### config.mk
export PLATFORM = sky130hd
export DESIGN_NAME = pixcap_top
export DESIGN_NICKNAME = d
export VERILOG_FILES = /design/src/rtl/pixcap_pkg.sv /design/src/rtl/pixcap_sync.sv /design/src/rtl/pixcap_qual.sv /design/src/rtl/pixcap_pack.sv /design/src/rtl/pixcap_top.sv
export SDC_FILE = /design/constraint.sdc
export NUM_CORES = 1
export LEC_CHECK = 0
export ABC_AREA = 1
export BUFFER_PORTS_ARGS = -buffer_cell sky130_fd_sc_hd__buf_2
export CORE_ASPECT_RATIO = 1.1
export CORE_MARGIN = 4
export CORE_UTILIZATION = 59
export CTS_CLUSTER_SIZE = 25
export DETAILED_ROUTE_END_ITERATION = 8
export HOLD_SLACK_MARGIN = 0.15
export PLACE_DENSITY_LB_ADDON = 0.12
export SYNTH_ARGS = -nofsm -noshare
export SYNTH_HDL_FRONTEND = slang
export SYNTH_SLANG_ARGS = --single-unit
### constraint.sdc
create_clock -name clk -period 3.03 [get_ports clk]
set_clock_uncertainty 0.05 [all_clocks]
set_input_delay 0.1515 -clock clk [delete_from_list [all_inputs] [get_ports clk]]
set_output_delay 0.1515 -clock clk [all_outputs]
set_load 0.05 [all_outputs]
### src/rtl/pixcap_pkg.sv
package pixcap_pkg;

    // State of the sync qualification stage
    typedef struct packed {
        logic pclk_prev;   // last synchronized pixel clock level
        logic vs_prev;     // frame sync activity at the previous sample
        logic primed;      // at least one sample seen since enable
        logic armed;       // capture allowed
    } qual_state_t;

endpackage

### src/rtl/pixcap_sync.sv
module pixcap_sync #(
    parameter int W      = 1,
    parameter int STAGES = 2
) (
    input  logic         clk,
    input  logic         rst_n,
    input  logic [W-1:0] din,
    output logic [W-1:0] dout
);
    logic [STAGES-1:0][W-1:0] stage_d;
    logic [STAGES-1:0][W-1:0] stage_q;

    assign stage_d[0] = din;
    generate
        for (genvar g = 1; g < STAGES; g++) begin : g_chain
            assign stage_d[g] = stage_q[g-1];
        end
    endgenerate

    always_ff @(posedge clk or negedge rst_n) begin
        if (!rst_n) stage_q <= '0;
        else        stage_q <= stage_d;
    end

    assign dout = stage_q[STAGES-1];
endmodule

### src/rtl/pixcap_qual.sv
module pixcap_qual
    import pixcap_pkg::*;
(
    input  logic clk,
    input  logic rst_n,
    input  logic en,
    input  logic fall_edge,
    input  logic hs_low,
    input  logic vs_low,
    input  logic wait_frame,
    input  logic pclk_s,
    input  logic hs_s,
    input  logic vs_s,
    output logic accept,
    output logic flush,
    output logic start
);
    qual_state_t st_d, st_q;
    logic smp, hs_act, vs_act, vs_rise, vs_fall, may_cap;

    always_comb begin
        st_d = st_q;
        // sample enable from the chosen pixel clock edge
        smp = en & (fall_edge ? (st_q.pclk_prev & ~pclk_s)
                              : (~st_q.pclk_prev & pclk_s));
        hs_act  = hs_s ^ hs_low;
        vs_act  = vs_s ^ vs_low;
        vs_rise = smp & st_q.primed & vs_act & ~st_q.vs_prev;
        vs_fall = smp & st_q.primed & ~vs_act & st_q.vs_prev;
        may_cap = st_q.armed | ~wait_frame | vs_rise;

        accept = smp & hs_act & vs_act & may_cap;
        flush  = vs_fall & (st_q.armed | ~wait_frame);
        start  = vs_rise;

        st_d.pclk_prev = pclk_s;
        if (smp) st_d.vs_prev = vs_act;
        if (!en) begin
            st_d.primed = 1'b0;
            st_d.armed  = 1'b0;
        end else begin
            st_d.primed = st_q.primed | smp;
            if (!wait_frame || vs_rise) st_d.armed = 1'b1;
        end
    end

    always_ff @(posedge clk or negedge rst_n) begin
        if (!rst_n) st_q <= '0;
        else        st_q <= st_d;
    end
endmodule

### src/rtl/pixcap_pack.sv
module pixcap_pack #(
    parameter int PIX_W      = 8,
    parameter int WORD_BYTES = 4,
    localparam int WORD_W    = PIX_W * WORD_BYTES,
    localparam int CW        = $clog2(WORD_BYTES)
) (
    input  logic              clk,
    input  logic              rst_n,
    input  logic              en,
    input  logic              swap,
    input  logic              accept,
    input  logic              flush,
    input  logic              start,
    input  logic [PIX_W-1:0]  pix,
    output logic [WORD_W-1:0] wr_data,
    output logic              wr_en,
    output logic              frame_start,
    output logic              frame_end
);
    typedef struct packed {
        logic [CW-1:0]     cnt;
        logic [WORD_W-1:0] acc;
        logic [WORD_W-1:0] wdata;
        logic              wen;
        logic              fs;
        logic              fe;
    } pack_state_t;

    pack_state_t st_d, st_q;
    logic [CW-1:0]     lane;
    logic [WORD_W-1:0] merged;

    always_comb begin
        st_d       = st_q;
        st_d.wen   = 1'b0;
        st_d.fs    = start;
        st_d.fe    = flush;
        lane       = swap ? (CW'(WORD_BYTES - 1) - st_q.cnt) : st_q.cnt;
        merged     = st_q.acc;
        merged[lane*PIX_W +: PIX_W] = pix;

        if (!en) begin
            st_d = '0;
        end else if (accept) begin
            if (st_q.cnt == CW'(WORD_BYTES - 1)) begin
                st_d.wdata = merged;
                st_d.wen   = 1'b1;
                st_d.acc   = '0;
                st_d.cnt   = '0;
            end else begin
                st_d.acc = merged;
                st_d.cnt = st_q.cnt + 1'b1;
            end
        end else if (flush && st_q.cnt != '0) begin
            st_d.wdata = st_q.acc;   // unfilled lanes are still zero
            st_d.wen   = 1'b1;
            st_d.acc   = '0;
            st_d.cnt   = '0;
        end
    end

    always_ff @(posedge clk or negedge rst_n) begin
        if (!rst_n) st_q <= '0;
        else        st_q <= st_d;
    end

    assign wr_data     = st_q.wdata;
    assign wr_en       = st_q.wen;
    assign frame_start = st_q.fs;
    assign frame_end   = st_q.fe;
endmodule

### src/rtl/pixcap_top.sv
module pixcap_top #(
    parameter int PIX_W       = 8,
    parameter int WORD_BYTES  = 4,
    parameter int SYNC_STAGES = 2,
    localparam int WORD_W     = PIX_W * WORD_BYTES,
    localparam int SYNC_W     = PIX_W + 3
) (
    input  logic              clk,
    input  logic              rst_n,
    input  logic              cam_pclk,
    input  logic [PIX_W-1:0]  cam_data,
    input  logic              cam_hs,
    input  logic              cam_vs,
    input  logic              cfg_enable,
    input  logic              cfg_fall_edge,
    input  logic              cfg_hs_low,
    input  logic              cfg_vs_low,
    input  logic              cfg_wait_frame,
    input  logic              cfg_swap_order,
    output logic [WORD_W-1:0] wr_data,
    output logic              wr_en,
    output logic              frame_start,
    output logic              frame_end
);
    logic [SYNC_W-1:0] raw_bus, sync_bus;
    logic              pclk_s, hs_s, vs_s;
    logic [PIX_W-1:0]  data_s;
    logic              accept, flush, start;

    assign raw_bus = {cam_pclk, cam_hs, cam_vs, cam_data};

    pixcap_sync #(.W(SYNC_W), .STAGES(SYNC_STAGES)) u_sync (
        .clk  (clk),
        .rst_n(rst_n),
        .din  (raw_bus),
        .dout (sync_bus)
    );

    assign {pclk_s, hs_s, vs_s, data_s} = sync_bus;

    pixcap_qual u_qual (
        .clk       (clk),
        .rst_n     (rst_n),
        .en        (cfg_enable),
        .fall_edge (cfg_fall_edge),
        .hs_low    (cfg_hs_low),
        .vs_low    (cfg_vs_low),
        .wait_frame(cfg_wait_frame),
        .pclk_s    (pclk_s),
        .hs_s      (hs_s),
        .vs_s      (vs_s),
        .accept    (accept),
        .flush     (flush),
        .start     (start)
    );

    pixcap_pack #(.PIX_W(PIX_W), .WORD_BYTES(WORD_BYTES)) u_pack (
        .clk        (clk),
        .rst_n      (rst_n),
        .en         (cfg_enable),
        .swap       (cfg_swap_order),
        .accept     (accept),
        .flush      (flush),
        .start      (start),
        .pix        (data_s),
        .wr_data    (wr_data),
        .wr_en      (wr_en),
        .frame_start(frame_start),
        .frame_end  (frame_end)
    );
endmodule

# After elaboration in Yosys (flattened, before gate mapping)
# Cells that the tools add are included.
op_classes:
  eq_ne: 4
  reduce_logical: 5
  n_addsub: 3
  bitwise_logic: 22
  shift: 2
  muxes: 11
op_table:
  columns: ["op", "count"]
  rows:
  - ["$mux W67", 3]
  - ["$mux W34", 1]
  - ["$neg A5 Y34", 1]
  - ["$shift A8 B34 Y32 const A", 1]
  - ["$shiftx A8 B34 Y32", 1]
  - ["$mux W33", 1]
  - ["$bwmux W32", 1]
  - ["$and A1 B1 Y1", 12]
  - ["$mux W2", 3]
  - ["$not A1 Y1", 5]
  - ["$ne A3 B1 Y1 const B", 1]
  - ["$ne A3 B2 Y1 const B", 1]
  - ["$or A1 B1 Y1", 3]
  - ["$add A2 B1 Y2 const B", 1]
  - ["$eq A2 B2 Y1 const B", 1]
  - ["$mux W1", 2]
  - ["$ne A2 B1 Y1 const B", 1]
  - ["$reduce_and A2 Y1", 1]
  - ["$reduce_bool A2 Y1", 1]
  - ["$sub A2 B2 Y2 const A", 1]
  - ["$xor A1 B1 Y1", 2]
  - ["$logic_and A1 B1 Y1", 1]
  - ["$logic_not A1 Y1", 1]
  - ["$logic_or A1 B1 Y1", 1]
totals:
  wordCells: 59
  input_bits: 19
  register_bits: 95

# Logic depth before layout (Yosys ltp)
# Gate-level depths: netlist of run 1.
logic_depth:
  depth_word: 12
  mapped_depth: 13

# Cells and area by module
# A second synthesis of run 1 with hierarchy kept.
unflattened:
  hier_cells: 604
  area_unflattened_um2: 4859.7
by_module_without_submodules:
  columns: ["module", "n_inst", "seq_area_each_um2", "cells_each", "area_each_um2"]
  rows:
  - ["pixcap_pack", 1, 1726.7, 545, 4057.6]
  - ["pixcap_sync", 1, 550.5, 22, 550.5]
  - ["pixcap_qual", 1, 100.1, 37, 251.5]

# Worst setup path after synthesis of run 1
# No wires, ideal clock.
synth_path:
  path_type: "flip-flop to flip-flop"
  start: "register u_pack.st_q[67] (netlist bit)"
  end: "register u_pack.st_q (netlist bit u_pack.wr_data[19])"
  arrival_ps: 2182
  setup_slack_ps: 733
  setup_time_ps: 65
  path_stages_with_launch: 12
  cell_sequence: "dfrtp_1 -> xnor2_1 -> buf_4 -> ha_1 -> clkbuf_1 -> nor2_1 -> nand2_1 -> o21ai_0 -> nand2_1 -> nand3_1 -> nand2_1 -> nand2_1"
synth_via:
  elab_chain_len: 8
  elab_cells_between_ends: 15
  cone_classes: "2 x add/sub; 3 x eq/ne; 2 x shift; 5 x mux; 3 x reduce/logical"
synth_lines:
  columns: ["element", "line", "text"]
  rows:
  - ["start, declared", "pixcap_pack.sv:29", "pack_state_t st_d, st_q;"]
  - ["start signal, assigned", "pixcap_pack.sv:64", "else st_q <= st_d;"]
  - ["$sub A2 B2 Y2", "pixcap_pack.sv:38", "lane = swap ? (CW'(WORD_BYTES - 1) - st_q.cnt) : st_q.cnt;"]
  - ["$mux W2", "pixcap_pack.sv:38", null]
  - ["$neg A5 Y34", "pixcap_pack.sv:40", "merged[lane*PIX_W +: PIX_W] = pix;"]
  - ["$shiftx A8 B34 Y32 / $shift A8 B34 Y32 (equally long branches)", "pixcap_pack.sv:40", null]
  - ["$bwmux W32", "pixcap_pack.sv:40", null]
  - ["$mux W33", "pixcap_pack.sv:45", "if (st_q.cnt == CW'(WORD_BYTES - 1)) begin"]
  - ["$mux W67", "pixcap_pack.sv:44", "end else if (accept) begin"]
  - ["$mux W67", "pixcap_pack.sv:42", "if (!en) begin"]
# Several ways; a longest one is shown, not always the timed one. The select of a mux whose other input is x is not followed.
# A chain may end at the register's enable or synchronous reset.

# Worst setup path in the final report of run 1
layout_path:
  start: "register u_sync.stage_q (netlist bit u_sync.dout[8])"
  end: "register u_pack.st_q[50] (netlist bit)"
layout_via:
  elab_chain_len: 7
  elab_cells_between_ends: 14
  cone_classes: "1 x eq/ne; 2 x mux; 10 x bitwise; 1 x reduce/logical"
layout_lines:
  columns: ["element", "line", "text"]
  rows:
  - ["start, declared", "pixcap_sync.sv:11", "logic [STAGES-1:0][W-1:0] stage_q;"]
  - ["start signal, assigned", "pixcap_sync.sv:22", "else stage_q <= stage_d;"]
  - ["$xor A1 B1 Y1 (*)", "pixcap_qual.sv:27", "vs_act = vs_s ^ vs_low;"]
  - ["$and A1 B1 Y1 / $not A1 Y1 (equally long branches)", "pixcap_qual.sv:28, pixcap_qual.sv:29", null]
  - ["$and A1 B1 Y1 (on tied branches)", "pixcap_qual.sv:28, pixcap_qual.sv:29", null]
  - ["$or A1 B1 Y1 / $and A1 B1 Y1 (equally long branches)", "pixcap_qual.sv:30, pixcap_qual.sv:29", null]
  - ["$and A1 B1 Y1 (on tied branches)", "pixcap_qual.sv:32, pixcap_qual.sv:33", null]
  - ["$mux W67 / $logic_and A1 B1 Y1 (equally long branches)", "pixcap_pack.sv:44, pixcap_pack.sv:54", null]
  - ["$mux W67 / $ne A3 B1 Y1 (equally long branches)", null, null]
# Every way passes the cells marked *; elsewhere a longest branch is shown, timed or not.

==> results.json, run 1 <==
{
  "synthSimpleGateAreaFrac_pct": 36.2,
  "grt_pass1_wl_um": 22300,
  "power_density_nw_per_um2": 472,
  "hold_ws_ps": 181,
  "wl_um": 13000,
  "critPathRequiredTime_ps": 3280,
  "synth_mux_area_share_pct": 0,
  "avgViaCountPerCell": 5.80,
  "path_class": "reg2reg",
  "tightest_slew_ps": 626,
  "start_util_pct": 61.3,
  "grt_max_degree": 56,
  "slew_headroom_pct": 58.3,
  "ys_async_sr_fraction_pct": 100,
  "synth_cells": 681,
  "grtUsageTotal_pct": 26.0,
  "peakVddDrop_mv": 0.342,
  "die-area_um2": 10500,
  "fp-row-count": 35,
  "cp_max_fo": 30,
  "p_leak_nw": 2.96,
  "die_w_um": 97.8,
  "syn_area_per_cell_um2": 7.69,
  "synth_top_family_by_area": "simple AND/OR/NAND/NOR gates",
  "cts_tree": "built",
  "hold_violations": 0,
  "ys_types": 24,
  "rsz0062_at_grt": "false",
  "fin_crit_ps": 2570,
  "routedWlPerCell_um": 16.0,
  "grt_pass1_vias": 4588,
  "postLayoutCoreUtil_pct": 66.5,
  "run_status": "completed",
  "cap_violations": 0,
  "ys_seq_area_share_pct": 45.4,
  "synth-edff-count": 0,
  "fin_crit_sh_pct": 84.7,
  "cts-root-buf": "clkbuf_8",
  "synthToLayoutAreaGrowth_pct": 8.34,
  "fin_ws_ps": 464,
  "post_dp_cell_area_um2": 5320,
  "crit_arrival_ps": 2810,
  "layout_common_cells": "nand2_1, nand3_1, dfrtp_1, buf_2, inv_1",
  "place_congestion": 0.892,
  "drt-initial-drc-count": 491,
  "yosys.area_share.adder_pct": 1.19,
  "htree_levels": 3,
  "setup_viol": 0,
  "drc": 0,
  "dr_total_vias": 4724,
  "finalSetupTns_ps": 0,
  "drive_gt1_share_pct": 14.3,
  "place_ws_ps": 534,
  "clock_latency_ps": 360,
  "core_um2": 8540,
  "critPathCaptureType": "flop",
  "syn_area_um2": 5240,
  "grt_overflow_total": 0,
  "diodes": 0,
  "drv_slew": 0,
  "io_pins": 54,
  "hpwl_um": 8300,
  "clk_pin_slew_ps": 100,
  "io_buffers": 53,
  "synth_xor_area_share_pct": 1.43,
  "hp-class": "in2reg",
  "first_pass_iters": 5,
  "fmax_mhz": 390,
  "ys_ff_latch": 95,
  "clk_path_buf_depth": 2,
  "final_common_cell": "nand2_1",
  "cts.sinks": 95,
  "layout.nets": 724,
  "yosys_warnings": 0,
  "synth_nets": 705,
  "detail-route-antenna-nets": 0,
  "cp-start-kind": "flop",
  "antenna_found_initial": 0,
  "dieHeight_um": 107,
  "ys_dominant_reg_cell": "dfrtp_1",
  "stdcell_area_um2": 5680,
  "fill_cells": 747,
  "synth_compound_area_share_pct": 4.01,
  "cts_buffers": 9
}
[path summary, 6_finish.rpt]
| check | from | endpoint | slack (ps) | cells past startpoint |
|---|---|---|---|---|
| setup / recovery | u_sync.dout[8]$_DFF_PN0_ | u_pack.st_q[50]$_DFFE_PN0P_ | 460 | 7 |
| hold / removal | cfg_vs_low | u_pack.frame_start$_DFF_PN0_ | 180 | 4 |
| setup reg to reg | u_sync.dout[8]$_DFF_PN0_ | u_pack.st_q[50]$_DFFE_PN0P_ | 460 | 7 |
| hold reg to reg | u_sync.stage_d[14]$_DFF_PN0_ | u_sync.dout[3]$_DFF_PN0_ | 300 | 0 |
| max in group asynchronous | rst_n | u_sync.stage_d[12]$_DFF_PN0_ | 1980 | 3 |
| min in group asynchronous | rst_n | u_qual.st_q[3]$_DFF_PN0_ | 260 | 2 |
[worst max-delay path, cell delays in order (launching register included)]
cell     delay, ps
dfrtp_1        380
xor2_1         300
nand4_1        200
nand2_1        420
nand2_2        440
inv_1          450
nand3_1        150
nand2_1         90
[timing repair]
item,in CTS,in global routing
endpoints found under the hold margin,55,0
buffers inserted,0,0
hold buffers,16,0
resized for setup,0,0
[through the flow]
| stage | cells | power (mW) |
|---|---|---|
| after floorplan | 681 | 1.73 |
| final | 815 | 2.68 |
| after global placement | 784 | 1.83 |
| after global routing | 815 | 2.80 |
| after CTS | 815 | 2.69 |
| after detailed placement | 784 | 1.84 |
[per-layer routing]
layer  up-vias  GRT usage, %  share of wire [%]
li1       2261             -                  -
met1      2215          36.2                 43
met2       230          41.2                 48
met3        18          3.45                7.7
met4         0          10.5                1.6
met5         -             0                  0
[area by class of cell]
type | instances | area, µm² | area share [%]
Inverter | 40 | 150 | 2.65
Clock buffer | 10 | 138 | 2.43
Timing Repair Buffer | 86 | 568 | 10.0
Sequential cell | 95 | 2380 | 41.9
Clock inverter | 5 | 58.8 | 1.04
Multi-Input combinational cell | 468 | 2240 | 39.6
Tap cell | 111 | 139 | 2.45
[power by group]
group | total [mW] | leakage, nW | internal, mW | switching, mW
Combinational | 0.485 | 1.60 | 0.129 | 0.355
Clock | 0.846 | 0.0944 | 0.400 | 0.446
Sequential | 1.35 | 1.26 | 1.32 | 0.0308
Total | 2.68 | 2.96 | 1.85 | 0.832
[sequential cells by signal (all words and copies together) (netlist names)]
signal	flops
u_pack.frame_end	1
u_pack.frame_start	1
u_pack.st_q	34
u_pack.wr_data	32
u_pack.wr_en	1
u_qual.st_q	4
u_sync.dout	11
u_sync.stage_d	11
[synth_stat cells, types with 2 or more instances]
cell type	instances	area (µm²)
nand4_1	33	206
buf_6	4	45.0
buf_1	4	15.0
nor2_4	2	22.5
dfrtp_1	95	2380
inv_2	2	7.51
nand2_1	186	698
buf_4	33	248
inv_1	38	143
xnor2_1	2	17.5
clkbuf_1	19	71.3
or2_2	6	37.5
a21oi_1	2	10.0
nand3_1	174	871
ha_1	5	62.6
buf_2	18	90.1
o21ai_1	22	110
nand2_2	2	12.5
o21ai_0	18	90.1
nor2_1	11	41.3
xor2_2	2	32.5
[kinds of logic (layout without fill, tap and decap cells)]
group	after synthesis	count (layout)
flops	95	95
simple gates	415	415
fa+ha+maj	5	5
buf+inv	118	141
xor+xnor	6	6
compound gates	42	42
(Power assumes the default switching activity.)
==> inputs of run 2 (changes only) <==
- ABC_AREA: 1 -> 0
- CORE_UTILIZATION: 59 -> 52
- clock period: 3.03 -> 2.2 ns (I/O delays scaled with it)
==> run 2 against run 1 <==
Compared with the run above:
- setup slack worse by 380 ps
- die area decreased by 2.1%
- critical endpoint is now u_qual.st_q[0]$_DFFE_PN0P_
- hold slack lost 16 ps
- routed wire length shrank 24%
- sequential share of layout area increased by 3.2 points
- first-iteration DRC count shrank 58%
- area after synthesis shrank 14%
- clock power rose by 23%
- count of clock-buffer cells in the layout is the same
- highest routed layer unchanged
- register-to-register slack lost 360 ps
- via count shrank 31%
- sequential power increased by 33%
==> results.json, run 2 <==
{
  "ys_ff_latch": 95,
  "fill_cells": 705,
  "cap_violations": 0,
  "synth_cells": 404,
  "die-area_um2": 10200,
  "drive_gt1_share_pct": 31.5,
  "hold_violations": 0,
  "cp_max_fo": 6,
  "place_ws_ps": -29.4,
  "grt_pass1_wl_um": 17200,
  "cts_tree": "built",
  "ys_types": 45,
  "run_status": "completed",
  "critPathCaptureType": "flop",
  "syn_area_um2": 4510,
  "fin_crit_ps": 2110,
  "diodes": 0,
  "critPathRequiredTime_ps": 2400,
  "cp-start-kind": "input pin",
  "tightest_slew_ps": 484,
  "crit_family": "buffers and inverters",
  "grt_max_degree": 46,
  "routedWlPerCell_um": 17.0,
  "grt_overflow_total": 0,
  "cts-root-buf": "clkbuf_8",
  "max_stage_delay_ps": 550,
  "hold_ws_ps": 165,
  "io_buffers": 53,
  "peakVddDrop_mv": 0.321,
  "yosys_warnings": 0,
  "path_class": "in2reg",
  "antenna_found_initial": 0,
  "drv_slew": 0,
  "cts.sinks": 95,
  "drc": 0,
  "p_total_mw": 3.22,
  "htree_levels": 3,
  "start_util_pct": 53.7,
  "dr_total_vias": 3280,
  "path_cells": "dlygate4sd3_1 -> buf_2 -> and4b_2 -> o21a_1 -> buf_4 -> and2_1 -> o21a_1 -> dlygate4sd3_1",
  "clock_latency_ps": 360,
  "clk_pin_slew_ps": 100,
  "detail-route-antenna-nets": 0,
  "fin_crit_sh_pct": 96.1,
  "fin_ws_ps": 85.0,
  "top_register": "u_pack.st_q",
  "syn_area_per_cell_um2": 11.2,
  "cts_buffers": 9,
  "postLayoutCoreUtil_pct": 62.7,
  "final_common_cell": "dfrtp_1",
  "fp-row-count": 35,
  "setup_viol": 0,
  "finalSetupTns_ps": 0,
  "layoutNonFillerInstCount": 584,
  "yosysTopAreaCellShare_pct": 52.7,
  "multi_input_area_um2": 1850,
  "rsz0062_at_grt": "false",
  "layout_common_cells": "dfrtp_1, buf_2, buf_4, o2bb2ai_1, nor2_1",
  "ys_seq_area_share_pct": 52.7,
  "grtUsageTotal_pct": 20.5,
  "dieHeight_um": 106,
  "place_congestion": 0.874,
  "hp-class": "in2async",
  "dp_cells": 551,
  "avgViaCountPerCell": 5.62,
  "crit_buf_inv": 4,
  "register_area_um2": 2380,
  "synth-edff-count": 0,
  "post_dp_cell_area_um2": 4860,
  "power_density_nw_per_um2": 611,
  "core_um2": 8410,
  "ys_dominant_reg_cell": "dfrtp_1",
  "yosysTopAreaCell": "dfrtp_1",
  "drt-initial-drc-count": 204,
  "largest_reg_flops": 34,
  "die_w_um": 96.8,
  "stdcell_area_um2": 5270,
  "hpwl_um": 6940,
  "crit_arrival_ps": 2310,
  "layout.nets": 492,
  "slew_headroom_pct": 67.7,
  "ys_async_sr_fraction_pct": 100,
  "p_leak_nw": 2.41,
  "clk_path_buf_depth": 2,
  "ys_top_cells_by_count": "dfrtp_1, buf_4, o2bb2ai_1, nor2_1, nand2_1",
  "io_pins": 54,
  "grt_pass1_vias": 3359,
  "crit_slowest_cell": "dlygate4sd3_1",
  "wl_um": 9950,
  "synthToLayoutAreaGrowth_pct": 16.7,
  "synthTopCellsByArea": "dfrtp_1, o2bb2ai_1, buf_4",
  "synth_most_common_cell": "dfrtp_1",
  "synth_nets": 428,
  "fmax_mhz": 473,
  "first_pass_iters": 4
}
-- run 2: cell count changes after synthesis, moves of 16 or more --
cell       previous run  this run
a21oi_1               2        24
a221o_1               0        16
buf_2                18         0
inv_1                38         7
nand2_1             186        26
nand3_1             174        11
nand4_1              33         0
nor2_1               11        31
nor2b_1               0        25
o21ai_1              22         1
o2bb2ai_1             0        33
-- run 2: worst paths after layout --
path | slack (ps) | cells after the start | to | from
setup / recovery | 90 | 8 | u_qual.st_q[0]$_DFFE_PN0P_ | cfg_enable
hold / removal | 170 | 2 | u_pack.wr_data[24]$_DFFE_PN0P_ | rst_n
setup reg to reg | 100 | 6 | u_pack.wr_data[10]$_DFFE_PN0P_ | u_qual.st_q[3]$_DFF_PN0_
hold reg to reg | 300 | 0 | u_sync.dout[0]$_DFF_PN0_ | u_sync.stage_d[11]$_DFF_PN0_
max in group asynchronous | 1320 | 3 | u_sync.stage_d[11]$_DFF_PN0_ | rst_n
min in group clk | 170 | 4 | u_pack.frame_end$_DFF_PN0_ | cfg_wait_frame
-- run 2: cell families after synthesis --
group           Yosys count  synth area share (%)
compound gates          118                  21.8
xor+xnor                  5                 0.970
fa+ha+maj                 5                  1.39
buf+inv                  59                  8.62
flops                    95                  52.7
mux                       2                 0.443
simple gates            120                  14.1
-- run 2: worst register-to-register path, stage by stage, from the launching register on --
cell      delay, ps
dfrtp_1         380
and4bb_2        370
o21ai_1         120
buf_4           170
o221ai_2        290
nand2_8         200
a221o_2         410
-- run 2: cell type report --
cell class / instances / area share [%]
Sequential cell: 95 / 45.1
Multi-Input combinational cell: 250 / 35.0
Timing Repair Buffer: 105 / 13.4
Tap cell: 111 / 2.64
Clock buffer: 10 / 2.42
Clock inverter: 6 / 0.855
Inverter: 7 / 0.499
-- run 2: power by group --
group          switching, mW  leakage [nW]  total, mW  internal (mW)
logic                  0.219          1.06      0.373          0.154
clock network          0.627        0.0789       1.04          0.415
registers             0.0277          1.27       1.80           1.78
total                  0.873          2.41       3.22           2.35
-- run 2: timing repair --
action                                  4_1_cts  5_1_grt
pin swaps                                     0        5
endpoints found under the setup margin       15       43
hold buffers                                 15        0
setup buffers                                 0        2
endpoints found under the hold margin       110        0
gates resized for setup                       3       11
-- run 2: metal layers --
| layer | part of all wire [%] | GRT usage (%) | vias to the layer above |
|---|---|---|---|
| li1 | - | - | 1575 |
| met1 | 48 | 29.9 | 1617 |
| met2 | 47 | 32.6 | 80 |
| met3 | 4.7 | 2.71 | 8 |
| met4 | 0.79 | 5.12 | 0 |
| met5 | 0 | 0 | - |
